--- config.mk ---
export PLATFORM = sky130hd
export DESIGN_NAME = modimm_expand
export DESIGN_NICKNAME = d
export VERILOG_FILES = /design/src/rtl/modimm_expand.sv
export SDC_FILE = /design/constraint.sdc
export NUM_CORES = 1
export LEC_CHECK = 0
export BUFFER_PORTS_ARGS = -buffer_cell sky130_fd_sc_hd__buf_2
export CORE_AREA = 2 2 86 55
export DETAILED_ROUTE_END_ITERATION = 10
export DIE_AREA = 0 0 88 57
export SLEW_MARGIN = 10
export SYNTH_ARGS = -nofsm -noshare
export SYNTH_HDL_FRONTEND = slang
export SYNTH_SLANG_ARGS = --single-unit
--- constraint.sdc ---
create_clock -name vclk -period 4.25
set_input_delay 0.6375 -clock vclk [all_inputs]
set_output_delay 0.6375 -clock vclk [all_outputs]
set_load 0.005 [all_outputs]
--- src/rtl/modimm_expand.sv ---
module modimm_expand #(
  parameter int FLD_W = 12,
  parameter int OUT_W = 32
) (
  input  logic [FLD_W-1:0] field,
  input  logic             carry_in,
  output logic [OUT_W-1:0] value,
  output logic             carry_out,
  output logic             unpredictable
);
  localparam int BYTE_W = 8;
  localparam int AMT_W  = 5;

  logic               is_rep;
  logic [1:0]         pat;
  logic [BYTE_W-1:0]  lo_byte;
  logic [AMT_W-1:0]   amt;
  logic [OUT_W-1:0]   seed;
  logic [2*OUT_W-1:0] twin;
  logic [OUT_W-1:0]   rep_val;
  logic [OUT_W-1:0]   rot_val;

  assign is_rep  = (field[FLD_W-1:FLD_W-2] == 2'b00);
  assign pat     = field[9:8];
  assign lo_byte = field[BYTE_W-1:0];
  assign amt     = field[FLD_W-1:FLD_W-AMT_W];

  assign seed    = {{(OUT_W-BYTE_W){1'b0}}, 1'b1, field[BYTE_W-2:0]};
  assign twin    = {seed, seed} >> amt;
  assign rot_val = twin[OUT_W-1:0];

  always_comb begin
    unique case (pat)
      2'b00:   rep_val = {24'h0, lo_byte};
      2'b01:   rep_val = {8'h0, lo_byte, 8'h0, lo_byte};
      2'b10:   rep_val = {lo_byte, 8'h0, lo_byte, 8'h0};
      default: rep_val = {lo_byte, lo_byte, lo_byte, lo_byte};
    endcase
  end

  assign value         = is_rep ? rep_val : rot_val;
  assign carry_out     = is_rep ? carry_in : rot_val[OUT_W-1];
  assign unpredictable = is_rep && (pat != 2'b00) && (lo_byte == '0);
endmodule

# After elaboration in Yosys (flattened, before gate mapping)

Cells that the tools add are included.

Muxes and demuxes: 3
Reduce and logical (&&, ||, !) cells: 6
Shifts and indexed selects: 1
Eq/ne operators: 2

Operators with widths:

| operator                                      | count |
|---|---|
| one-hot mux 32 bit (3 select lines)           | 1 |
| right shift 40 x 5 -> 32 bit                  | 1 |
| 2-to-1 mux 32 bit                             | 1 |
| logical NOT 8 bit                             | 1 |
| logical NOT 2 bit                             | 2 |
| == test 2 x 1 -> 1 bit, second input constant | 1 |
| == test 2 bit, second input constant          | 1 |
| logical AND 1 bit                             | 2 |
| nonzero test 2 bit                            | 1 |
| 2-to-1 mux 1 bit                              | 1 |

Word-level logic and storage cells: 12
Output and inout port bits: 34
Bits in registers: 0
Input bits: 13

# Depth between registers and ports, before layout

Depth in word-level cells: 3
Gate-level depth with buffers: 7
Mapped depth without buffers: 4

# Worst setup path after synthesis

OpenSTA, ideal clock, no wires.

Kind: input to output
From: input field[4]
To: output value[9]
Arrival: 1.918 ns
Required time: 3.612 ns
Cell stages on the path: 5
Path slack: 1.695 ns
Path through: buf_2 -> mux4_2 -> and3_1 -> a31o_1 -> a221o_1

Word-level cells in the longest chain between the ends: 2

Ends and longest elaborated chain:

| what                         | line | source |
|---|---|---|
| start: declaration           | 5    | `input logic [FLD_W-1:0] field,` |
| right shift 40 x 5 -> 32 bit | 29   | `assign twin = {seed, seed} >> amt;` |
| 2-to-1 mux 32 bit            | 41   | `assign value = is_rep ? rep_val : rot_val;` |
| end: declaration             | 7    | `output logic [OUT_W-1:0] value,` |

Every way passes these cells.

# Final worst setup path

From: input field[7]
To: output value[9]

The elaborated chain is that of the path after synthesis.

==> results.yml <==
synthesis:
  ys_seq_area_share_pct: 0
  avgSynthCellArea_um2: 5.99
  syn_area_um2: 1020
  synth_cells: 170
  syn_nets: 183
  synth.distinct_cells: 40
  ys_warn_count: 0
detailed_routing:
  drc: 0
  ant_nets: 0
  avgViaCountPerCell: 5.45
  initialDrtViolationCount: 159
  wl_per_cell_um: 15.4
  dr_total_vias: 1418
  postRouteWirelength_um: 4010
  firstDrtPassIters: 5
placement:
  post-dp-hpwl_um: 2920
  gp_congestion: 0.893
  placed_area_um2: 1250
  dp.cells: 260
  pre_cts_ws_ps: 1200
  io_buffers: 47
pwr:
  p_leak_nw: 0.563
  peakVddDrop_uv: 32.5
  p_per_area_nw_per_um2: 111
sta:
  setup_slack_ps: 1180
  min_period_ps: 3070
  rsz0062_at_grt: "false"
  whs_ps: 1600
  fmax_mhz: 325
  maxSlewHeadroom_pct: 56.3
  fin_setup_tns_ps: 0
  hold_viol_final: 0
  slew_violations: 0
  setup_viol: 0
  finalCritPeriodShare_pct: 72.3
  worst_pin_slew_ps: 650
clock_tree:
  postCtsSetupRepairBufs: 0
  ctsHoldBuffers: 0
  cts_resized: 0
floorplanning:
  initial_utilization_pct: 23.7
  io_pins: 47
  die_y_um: 57
  die_width_um: 88
  die-area_um2: 5020
  std_cell_rows: 19
  coreArea_um2: 4300
grt:
  use_met3_pct: 1.59
  grt.met2_usage_pct: 18.0
  antenna_found_initial: 0
  grt_pass1_vias: 1154
  grt_max_degree: 33
  grt_util_all_layers_pct: 15.2
  grt_overflow_total: 0
  grt_util_met1_pct: 28.5
  grt_pass1_wl_um: 6200
  busiest_layer: "met1"
setup_path:
  worst_ep_arrival_time_ps: 2430
  worstSetupPathType: "input pin to output pin"
  worstPathRequired_ps: 3610
  worst-path-max-fanout: 24
  end_kind: "output pin"
  startpoint_type: "input pin"
layout:
  final_nets: 212
  drive_gt1_share_pct: 25.9
  nClkBuffers: 0
  fin_area_um2: 1250
  layout.cells.non_filler: 260
  ff_latch_area_um2: 0
  num_antenna_cells: 0
  area_delta_synth_final_pct: 22.4
  nFlopsAndLatches: 0
outcome:
  status: "completed"
hold_path:
  hold_class: "input pin to output pin"
  min_delay_path_depth: 4
run:
  max-cap-violations: 0
[synthesized netlist by cell type (2+ instances only)]
cell type  count  area, um^2
nor2_1        12        45.0
nand2b_1       7        43.8
inv_1          4        15.0
o21ai_0       16        80.1
buf_1          5        18.8
a32oi_1        3        26.3
a22oi_1        7        52.6
mux4_2         2        45.0
nand3_1        3        15.0
a32o_1         2        20.0
nand3b_1       3        22.5
nand2_1       25        93.8
clkbuf_1      11        41.3
nor2b_1        4        25.0
nor3_1         5        25.0
o211ai_1       2        15.0
mux2i_1       13         130
a21oi_1       12        60.1
o22ai_1        8        50.1
buf_2          3        15.0
and2_1         2        12.5
a211oi_1       2        15.0
nor3b_1        2        15.0
[cell families after synthesis]
kind of cell | Yosys count | share of synthesized area, %
AO/OA/AOI/OAI | 61 | 38.7
buffers and inverters | 25 | 10.3
multiplexers | 16 | 18.3
AND/OR/NAND/NOR | 68 | 32.7
[layout make-up]
type,instances,area (um^2)
fillers,489,3060
inverters,5,18.8
multi-input cells,145,913
well taps,63,78.8
repair buffers,47,235
[routing by layer]
metal | vias up | part of all wire, %
li1 | 684 | -
met1 | 640 | 51
met2 | 94 | 36
met3 | 0 | 13
met4 | 0 | 0
met5 | - | 0
[critical path: stages]
cell and delay (ps):
buf_2 400, mux4_2 590, and3_1 200, a31o_1 180, a221o_1 290, buf_2 130
[power breakdown]
| part | switching [mW] | leakage (nW) | total [mW] | internal [mW] |
|---|---|---|---|---|
| clock | 0 | 0 | 0 | 0 |
| combinational | 0.0848 | 0.563 | 0.138 | 0.0536 |
| sequential | 0 | 0 | 0 | 0 |
| total | 0.0848 | 0.563 | 0.138 | 0.0536 |
[worst paths after layout]
check / from / end / slack, ps
hold / removal: carry_in / carry_out / 1600
setup / recovery: field[7] / value[9] / 1180
[metrics by stage]
step / util (%) / total power [mW]
2_1_floorplan: - / 0.0900
3_3_place_gp: 29.0 / 0.135
3_5_place_dp: 29.0 / 0.136
4_1_cts: 29.0 / 0.136
5_1_grt: 29.0 / 0.152
6_report: 29.0 / 0.138
[placed cells by master (no fill, tap or decap)]
| cell | instances |
|---|---|
| a32oi_1 | 3 |
| buf_2 | 47 |
| nor2b_1 | 4 |
| inv_2 | 1 |
| a311oi_1 | 1 |
| nand2_1 | 25 |
| nor3_1 | 5 |
| mux2i_1 | 13 |
| o21a_1 | 1 |
| a31oi_1 | 1 |
| nand2b_1 | 7 |
| mux2_2 | 1 |
| nand3b_1 | 3 |
| o22ai_1 | 8 |
| a21oi_1 | 12 |
| o2111ai_1 | 1 |
| nor2_1 | 12 |
| and3_1 | 1 |
| o2bb2ai_1 | 1 |
| nor3b_1 | 2 |
| or3_1 | 1 |
| a31o_1 | 1 |
| o31ai_1 | 1 |
| a32o_1 | 2 |
| a211oi_1 | 2 |
| inv_1 | 4 |
| nand3_1 | 3 |
| and2_1 | 2 |
| o211ai_1 | 2 |
| and3b_1 | 1 |
| a22oi_1 | 7 |
| nand4_1 | 1 |
| o21ai_0 | 16 |
| mux4_2 | 2 |
| a221o_1 | 1 |
| or4_1 | 1 |
| a22o_1 | 1 |
No activity file was read; power rests on OpenSTA's default activity.
